--- config.mk ---
export PLATFORM = sky130hd
export DESIGN_NAME = blkmove_engine
export DESIGN_NICKNAME = d
export VERILOG_FILES = /design/src/rtl/blkmove_pkg.sv /design/src/rtl/blkmove_check.sv /design/src/rtl/blkmove_fifo.sv /design/src/rtl/blkmove_ctrl.sv /design/src/rtl/blkmove_engine.sv
export SDC_FILE = /design/constraint.sdc
export NUM_CORES = 1
export LEC_CHECK = 0
export CAP_MARGIN = 20
export CORE_ASPECT_RATIO = 0.7
export CORE_MARGIN = 2
export CORE_UTILIZATION = 56
export DETAILED_ROUTE_END_ITERATION = 12
export PLACE_DENSITY = 0.86
export SYNTH_ARGS = -nofsm -noshare
export SYNTH_HDL_FRONTEND = slang
export SYNTH_SLANG_ARGS = --single-unit
--- constraint.sdc ---
create_clock -name clk -period 7.9 [get_ports clk]
set_input_delay 2.37 -clock clk [delete_from_list [all_inputs] [get_ports clk]]
set_output_delay 2.37 -clock clk [all_outputs]
set_load 0.05 [all_outputs]
--- src/rtl/blkmove_pkg.sv ---
package blkmove_pkg;
  localparam int CNT_W    = 24;
  localparam int RES_LO   = 25;
  localparam int RES_HI   = 28;
  localparam int ALIGN_W  = 2;

  typedef enum logic [1:0] {
    ST_IDLE  = 2'd0,
    ST_READ  = 2'd1,
    ST_WRITE = 2'd2,
    ST_DONE  = 2'd3
  } mv_state_e;
endpackage

--- src/rtl/blkmove_check.sv ---
module blkmove_check
  import blkmove_pkg::*;
#(
  parameter int ADDR_W = 32,
  parameter int INSTR_W = 32
) (
  input  logic [INSTR_W-1:0] instr,
  input  logic [ADDR_W-1:0]  src_addr,
  input  logic [ADDR_W-1:0]  dst_addr,
  output logic               illegal,
  output logic [CNT_W-1:0]   count
);
  logic misaligned;
  logic res_set;

  always_comb begin
    misaligned = (src_addr[ALIGN_W-1:0] != dst_addr[ALIGN_W-1:0]);
    res_set    = |instr[RES_HI:RES_LO];
    illegal    = misaligned | res_set;
    count      = instr[CNT_W-1:0];
  end
endmodule

--- src/rtl/blkmove_fifo.sv ---
module blkmove_fifo #(
  parameter int DEPTH  = 8,
  parameter int DATA_W = 8
) (
  input  logic              clk,
  input  logic              rst_n,
  input  logic              push,
  input  logic [DATA_W-1:0] wdata,
  input  logic              pop,
  output logic [DATA_W-1:0] rdata,
  output logic              empty,
  output logic              full
);
  localparam int PW = (DEPTH > 1) ? $clog2(DEPTH) : 1;
  localparam int CW = $clog2(DEPTH + 1);

  logic [DATA_W-1:0] mem_q [DEPTH];
  logic [PW-1:0]     wp_q, wp_d, rp_q, rp_d;
  logic [CW-1:0]     cnt_q, cnt_d;

  function automatic logic [PW-1:0] ptr_inc(input logic [PW-1:0] p);
    if (p == PW'(DEPTH - 1)) ptr_inc = '0;
    else                     ptr_inc = p + PW'(1);
  endfunction

  always_comb begin
    wp_d  = wp_q;
    rp_d  = rp_q;
    cnt_d = cnt_q;
    if (push) wp_d = ptr_inc(wp_q);
    if (pop)  rp_d = ptr_inc(rp_q);
    if (push && !pop) cnt_d = cnt_q + CW'(1);
    if (pop && !push) cnt_d = cnt_q - CW'(1);
  end

  always_ff @(posedge clk or negedge rst_n) begin
    if (!rst_n) begin
      wp_q  <= '0;
      rp_q  <= '0;
      cnt_q <= '0;
    end else begin
      wp_q  <= wp_d;
      rp_q  <= rp_d;
      cnt_q <= cnt_d;
    end
  end

  always_ff @(posedge clk) begin
    if (push) mem_q[wp_q] <= wdata;
  end

  assign rdata = mem_q[rp_q];
  assign empty = (cnt_q == '0);
  assign full  = (cnt_q == CW'(DEPTH));

  // staging never overruns or underruns
  a_r6_no_overflow: assert property (@(posedge clk) disable iff (!rst_n)
    push |-> (!full || pop));
  a_r6_no_underflow: assert property (@(posedge clk) disable iff (!rst_n)
    pop |-> !empty);
endmodule

--- src/rtl/blkmove_ctrl.sv ---
module blkmove_ctrl
  import blkmove_pkg::*;
#(
  parameter int ADDR_W = 32,
  parameter int DEPTH  = 8
) (
  input  logic              clk,
  input  logic              rst_n,
  input  logic              start,
  input  logic              illegal,
  input  logic [CNT_W-1:0]  count,
  input  logic [ADDR_W-1:0] src_addr,
  input  logic [ADDR_W-1:0] dst_addr,
  input  logic              src_io,
  input  logic              dst_io,
  input  logic              irq_clr,
  input  logic              bus_gnt,
  input  logic              fifo_empty,
  output logic              bus_req,
  output logic              bus_we,
  output logic              bus_io,
  output logic [ADDR_W-1:0] bus_addr,
  output logic              fifo_push,
  output logic              fifo_pop,
  output logic              fetch_next,
  output logic              illegal_irq,
  output logic              busy
);
  localparam int BLEN_W = $clog2(DEPTH + 1);

  mv_state_e          state_q, state_d;
  logic [ADDR_W-1:0]  src_q, src_d, dst_q, dst_d;
  logic               sio_q, sio_d, dio_q, dio_d;
  logic [CNT_W-1:0]   rem_q, rem_d;
  logic [BLEN_W-1:0]  blen_q, blen_d, beat_q, beat_d;
  logic               irq_q, irq_d;
  logic               last_beat;

  function automatic logic [BLEN_W-1:0] burst_of(input logic [CNT_W-1:0] r);
    if (r > CNT_W'(DEPTH)) burst_of = BLEN_W'(DEPTH);
    else                   burst_of = r[BLEN_W-1:0];
  endfunction

  assign last_beat = (beat_q == blen_q - BLEN_W'(1));

  always_comb begin
    state_d = state_q;
    src_d   = src_q;
    dst_d   = dst_q;
    sio_d   = sio_q;
    dio_d   = dio_q;
    rem_d   = rem_q;
    blen_d  = blen_q;
    beat_d  = beat_q;
    irq_d   = irq_q;
    if (irq_clr) irq_d = 1'b0;
    unique case (state_q)
      ST_IDLE: begin
        if (start) begin
          if (illegal) begin
            irq_d = 1'b1;
          end else begin
            src_d   = src_addr;
            dst_d   = dst_addr;
            sio_d   = src_io;
            dio_d   = dst_io;
            rem_d   = count;
            blen_d  = burst_of(count);
            beat_d  = '0;
            state_d = (count == '0) ? ST_DONE : ST_READ;
          end
        end
      end
      ST_READ: begin
        if (bus_gnt) begin
          src_d = src_q + ADDR_W'(1);
          if (last_beat) begin
            beat_d  = '0;
            state_d = ST_WRITE;
          end else begin
            beat_d = beat_q + BLEN_W'(1);
          end
        end
      end
      ST_WRITE: begin
        if (bus_gnt) begin
          dst_d = dst_q + ADDR_W'(1);
          rem_d = rem_q - CNT_W'(1);
          if (last_beat) begin
            beat_d = '0;
            if (rem_q == CNT_W'(1)) begin
              state_d = ST_DONE;
            end else begin
              blen_d  = burst_of(rem_q - CNT_W'(1));
              state_d = ST_READ;
            end
          end else begin
            beat_d = beat_q + BLEN_W'(1);
          end
        end
      end
      ST_DONE: state_d = ST_IDLE;
      default: state_d = ST_IDLE;
    endcase
  end

  always_ff @(posedge clk or negedge rst_n) begin
    if (!rst_n) begin
      state_q <= ST_IDLE;
      src_q   <= '0;
      dst_q   <= '0;
      sio_q   <= 1'b0;
      dio_q   <= 1'b0;
      rem_q   <= '0;
      blen_q  <= '0;
      beat_q  <= '0;
      irq_q   <= 1'b0;
    end else begin
      state_q <= state_d;
      src_q   <= src_d;
      dst_q   <= dst_d;
      sio_q   <= sio_d;
      dio_q   <= dio_d;
      rem_q   <= rem_d;
      blen_q  <= blen_d;
      beat_q  <= beat_d;
      irq_q   <= irq_d;
    end
  end

  always_comb begin
    bus_req     = (state_q == ST_READ) || (state_q == ST_WRITE);
    bus_we      = (state_q == ST_WRITE);
    bus_io      = bus_we ? dio_q : sio_q;
    bus_addr    = bus_we ? dst_q : src_q;
    fifo_push   = (state_q == ST_READ) && bus_gnt;
    fifo_pop    = (state_q == ST_WRITE) && bus_gnt;
    fetch_next  = (state_q == ST_DONE);
    illegal_irq = irq_q;
    busy        = (state_q != ST_IDLE);
  end

  // rejected instruction raises the flag and never reaches the bus
  a_r4_reject_no_bus: assert property (@(posedge clk) disable iff (!rst_n)
    (!busy && start && illegal) |=> (illegal_irq && !bus_req && !fetch_next));
  // zero count finishes without a bus request
  a_r7_zero_count: assert property (@(posedge clk) disable iff (!rst_n)
    (!busy && start && !illegal && count == '0) |=> (fetch_next && !bus_req));
  // completion is a single pulse
  a_r8_fetch_pulse: assert property (@(posedge clk) disable iff (!rst_n)
    fetch_next |=> !fetch_next);
  // flag holds until cleared
  a_r9_irq_sticky: assert property (@(posedge clk) disable iff (!rst_n)
    (illegal_irq && !irq_clr) |=> illegal_irq);
  // stalled beat is held
  a_r12_stall_hold: assert property (@(posedge clk) disable iff (!rst_n)
    (bus_req && !bus_gnt) |=> (bus_req && $stable(bus_addr) && $stable(bus_we)));
  // a write beat always has a staged byte
  a_r6_write_staged: assert property (@(posedge clk) disable iff (!rst_n)
    (bus_req && bus_we) |-> !fifo_empty);
endmodule

--- src/rtl/blkmove_engine.sv ---
module blkmove_engine
  import blkmove_pkg::*;
#(
  parameter int ADDR_W     = 32,
  parameter int INSTR_W    = 32,
  parameter int DATA_W     = 8,
  parameter int FIFO_DEPTH = 8
) (
  input  logic               clk,
  input  logic               rst_n,
  input  logic               start,
  input  logic [INSTR_W-1:0] instr,
  input  logic [ADDR_W-1:0]  src_addr,
  input  logic [ADDR_W-1:0]  dst_addr,
  input  logic               src_io,
  input  logic               dst_io,
  input  logic               irq_clr,
  input  logic               ctx_wr,
  input  logic [ADDR_W-1:0]  ctx_wdata,
  output logic [ADDR_W-1:0]  ctx_q,
  output logic               bus_req,
  input  logic               bus_gnt,
  output logic               bus_we,
  output logic               bus_io,
  output logic [ADDR_W-1:0]  bus_addr,
  output logic [DATA_W-1:0]  bus_wdata,
  input  logic [DATA_W-1:0]  bus_rdata,
  output logic               fetch_next,
  output logic               illegal_irq,
  output logic               busy
);
  logic             illegal;
  logic [CNT_W-1:0] count;
  logic             fifo_push, fifo_pop, fifo_empty, fifo_full;
  logic [ADDR_W-1:0] ctx_r;

  blkmove_check #(.ADDR_W(ADDR_W), .INSTR_W(INSTR_W)) check_i (
    .instr    (instr),
    .src_addr (src_addr),
    .dst_addr (dst_addr),
    .illegal  (illegal),
    .count    (count)
  );

  blkmove_ctrl #(.ADDR_W(ADDR_W), .DEPTH(FIFO_DEPTH)) ctrl_i (
    .clk         (clk),
    .rst_n       (rst_n),
    .start       (start),
    .illegal     (illegal),
    .count       (count),
    .src_addr    (src_addr),
    .dst_addr    (dst_addr),
    .src_io      (src_io),
    .dst_io      (dst_io),
    .irq_clr     (irq_clr),
    .bus_gnt     (bus_gnt),
    .fifo_empty  (fifo_empty),
    .bus_req     (bus_req),
    .bus_we      (bus_we),
    .bus_io      (bus_io),
    .bus_addr    (bus_addr),
    .fifo_push   (fifo_push),
    .fifo_pop    (fifo_pop),
    .fetch_next  (fetch_next),
    .illegal_irq (illegal_irq),
    .busy        (busy)
  );

  blkmove_fifo #(.DEPTH(FIFO_DEPTH), .DATA_W(DATA_W)) fifo_i (
    .clk   (clk),
    .rst_n (rst_n),
    .push  (fifo_push),
    .wdata (bus_rdata),
    .pop   (fifo_pop),
    .rdata (bus_wdata),
    .empty (fifo_empty),
    .full  (fifo_full)
  );

  // context pointer is touched only by its own load enable
  always_ff @(posedge clk or negedge rst_n) begin
    if (!rst_n)      ctx_r <= '0;
    else if (ctx_wr) ctx_r <= ctx_wdata;
  end
  assign ctx_q = ctx_r;

  // no bus activity while idle
  a_r1_idle_quiet: assert property (@(posedge clk) disable iff (!rst_n)
    !busy |-> !bus_req);
endmodule

==> summary.txt <==
Outcome
  – Status: complete, no violations

Timing
  – Tmin final: ~5.6 ns
  – Clk_skew: approximately 0.0084 ns
  – Unrepaired setup endpoints after global routing: false
  – Hold Vio Cnt, Final: 0
  – Sum of negative setup slack: 0 ns
  – Final worst slack: roughly 2.3 ns
  – Actual slew at the worst max-slew pin: 0.973 ns
  – Setup Viol. Count Final: 0
  – Final Cycle Share: a little over two thirds
  – Final Slew Violations: 0
  – Slew headroom: 33.5%
  – F_max: roughly 180 MHz

Clock network
  – Max Root-Sink Buffers: 3
  – Post-CTS resize count: 0
  – Clk_lat worst skew: ~0.5 ns
  – TritonCTS buffer count: 21
  – CTS tree: done
  – Hold buffers post-CTS: 0
  – CTS root buffer: clkbuf_16
  – CTS H-tree depth: 1
  – Postcts setup bufs: 0
  – CTS sink count: between 200 and 250
  – Clk pin slew, worst setup/hold paths: roughly 0.06 ns

Setup path
  – Element type at the critical path start: flip-flop
  – Critical path depth in cells: 5
  – CP cell instances: inv_1 -> ha_4 -> buf_4 -> mux2_2 -> clkdlybuf4s50_1
  – Delay-heaviest family, CP: buffers and inverters
  – WP data required: ~5.5 ns
  – Worst Path Max Fanout: 41
  – Cell depth of the worst flop-to-flop path: 9
  – Worst reg2reg path startpoint: ctrl_i.state_q[0]
  – CP Capture Type: output pin
  – WP buf/inv: 3
  – CP startpoint: ctrl_i.state_q[0]
  – Slowest Stage Delay on Critical Path: just over 0.7 ns
  – Slowest-stage cell, CP: clkdlybuf4s50_1
  – Worst EP arrival: ~3.2 ns
  – Worst Setup Path Type: reg -> out

Detailed routing
  – Post-route DRC violation count: 0
  – Avg WL per Cell: around 20 µm
  – Initial DRC count: between 1,000 and 1,500
  – Final WL: roughly 30,000 µm
  – Total iterations of the first detailed-routing run: 6
  – Via Count: between 9,000 and 10,000
  – Drt via density: 6.41
  – Final antenna-violating net count: 0

Power
  – Cell leakage power: between 5 and 6 nW
  – Power per cell area: approximately 420 nW/µm²
  – Final Power: ~5.8 mW
  – Maximum VDD drop: ~0.00033 V

Die
  – I/O pin cnt: about 220
  – Die height: 120 µm
  – Die W: between 150 and 200 µm
  – Initial Util: 57.1%
  – FP Rows: 42
  – DIE AREA: slightly above 20,000 µm²
  – Core ar.: around 19,000 µm²

Placement
  – Final HPWL DP: between 20,000 and 25,000 µm
  – RD Place Congestion: about 0.89
  – Post-place setup slack: approximately 2.3 ns
  – Buffers added on ports: around 220

Synth
  – Sequential share of the synthesized area: between 40 and 50%
  – Avg Cell Area, Syn: 10.6 µm²
  – Fraction of registers with async set/reset: around 68%
  – Syn_nets: ~1,200
  – Ranking of synthesized cells by area: dfrtp_1 (32%), edfxtp_1 (18%), mux2_2 (8.2%)
  – Post-synth EDFFs: 64
  – Post-synth top flop: dfrtp_1
  – Post-synthesis register bit count: just over 200
  – Synth area leader: dfrtp_1
  – Mapped Cells: between 1,000 and 1,500
  – Synth Cell Area: roughly 11,000 µm²
  – Post-synth top area share: 32.2%
  – Yosys warnings: 0
  – Yosys cell types: 65

Hold path
  – Hold Path Depth: 1
  – HP Start: ctrl_i.dio_q
  – Hold WC Path Type: reg -> reg

Layout
  – Area growth syn-to-layout: 28.0%
  – Final Util: between 70 and 80%
  – Commonest non-fill, non-tap cell in the layout: clkdlybuf4s50_1
  – # nets final: around 1,400
  – Commonest non-fill, non-tap cells in the layout: clkdlybuf4s50_1 (216), dfrtp_1 (139), a21oi_1 (85), mux2_2 (79), nand2_1 (75)
  – Ant diodes: 0
  – Share of cells above drive strength 1: around an eighth

Global route
  – GRT overflow: 0
  – Initial antenna violation count: 0
  – Pin count of the biggest net entering global routing: between 80 and 90
  – Total GRT Usage: ~29%
  – Vias in the first global route: a little under 9,000
  – First-pass GRT wire length: between 40,000 and 50,000 µm

Job
  – Max cap viols: 0
Yosys cell counts, types with 6 or more instances:
cell type and number:
dfrtp_1 139, a21oi_1 86, mux2_2 79, nand2_1 75, edfxtp_1 64, o21ai_0 62
nand3_1 60, o22ai_1 59, clkbuf_1 53, nor2_1 44, nor3_1 26, and3_1 20
nand4_1 18, inv_1 17, mux2i_1 16, mux4_2 16, nor4_1 16, ha_1 15
and4_1 12, xor2_1 11, buf_1 10, nand2b_1 9, o221a_2 9, a21o_1 7
a2bb2oi_1 7, and2_1 7, a21boi_0 6
cell families (layout without fill, tap and decap cells):
| group | Yosys count | count (layout) | share of synthesized area [%] |
|---|---|---|---|
| AO/OA/AOI/OAI | 283 | 283 | 16.4 |
| buffers and inverters | 83 | 287 | 2.92 |
| flip-flops | 203 | 203 | 49.9 |
| XOR/XNOR | 15 | 15 | 1.22 |
| AND/OR/NAND/NOR | 308 | 308 | 14.7 |
| multiplexers | 111 | 111 | 13.0 |
| adder cells (fa/ha/maj) | 15 | 15 | 1.74 |
final timing paths:
| path | endpoint | slack (ns) |
|---|---|---|
| max reg2reg | ctrl_i.blen_q[3] | 4.11 |
| max in group asynchronous | ctrl_i.src_q[12] | 4.66 |
| min | ctrl_i.dio_q | 0.50 |
| min in group asynchronous | ctrl_i.rem_q[7] | 1.89 |
| max | bus_addr[6] | 2.31 |
| min reg2reg | ctrl_i.dio_q | 0.50 |
stage by stage:
stage,hold WS (ns),area [µm²],instances
after floorplan,0.475,10800,1018
after global placement,0.486,13200,1426
after detailed placement,0.493,13200,1426
after CTS,0.507,13800,1463
after global routing,0.515,13800,1464
final,0.503,13800,1464
report_power, final:
| group | switching (mW) | total (mW) | internal [mW] |
|---|---|---|---|
| logic | 1.83 | 3.03 | 1.20 |
| registers | 0.455 | 1.86 | 1.40 |
| clock network | 0.398 | 0.925 | 0.526 |
metal layers:
metal | track usage, % | vias to the layer above | wire [µm]
met1 | 42.5 | 4476 | 12800
met4 | 7.48 | 0 | 771
met3 | 5.73 | 55 | 3100
met5 | 0 | - | 0
met2 | 45.2 | 548 | 13200
li1 | - | 4298 | -
cell type report:
cell class	count	area, µm²
sequential	203	5400
timing repair buffer	233	2310
inverter	17	63.8
tap	242	303
multi-input combinational	732	5130
clock buffer	24	547
fill	1270	5080
clock inverter	13	85.1
state kept, by name, summed over array words and instances, names as in the netlist:
signal              count
fifo_i.mem_q           64
ctrl_i.dst_q           32
ctrl_i.src_q           32
ctx_q                  32
ctrl_i.rem_q           24
ctrl_i.beat_q           4
ctrl_i.blen_q           4
fifo_i.rp_q             3
fifo_i.wp_q             3
ctrl_i.state_q          2
ctrl_i.dio_q            1
ctrl_i.illegal_irq      1
ctrl_i.sio_q            1
No activity file was read; power rests on OpenSTA's default activity.
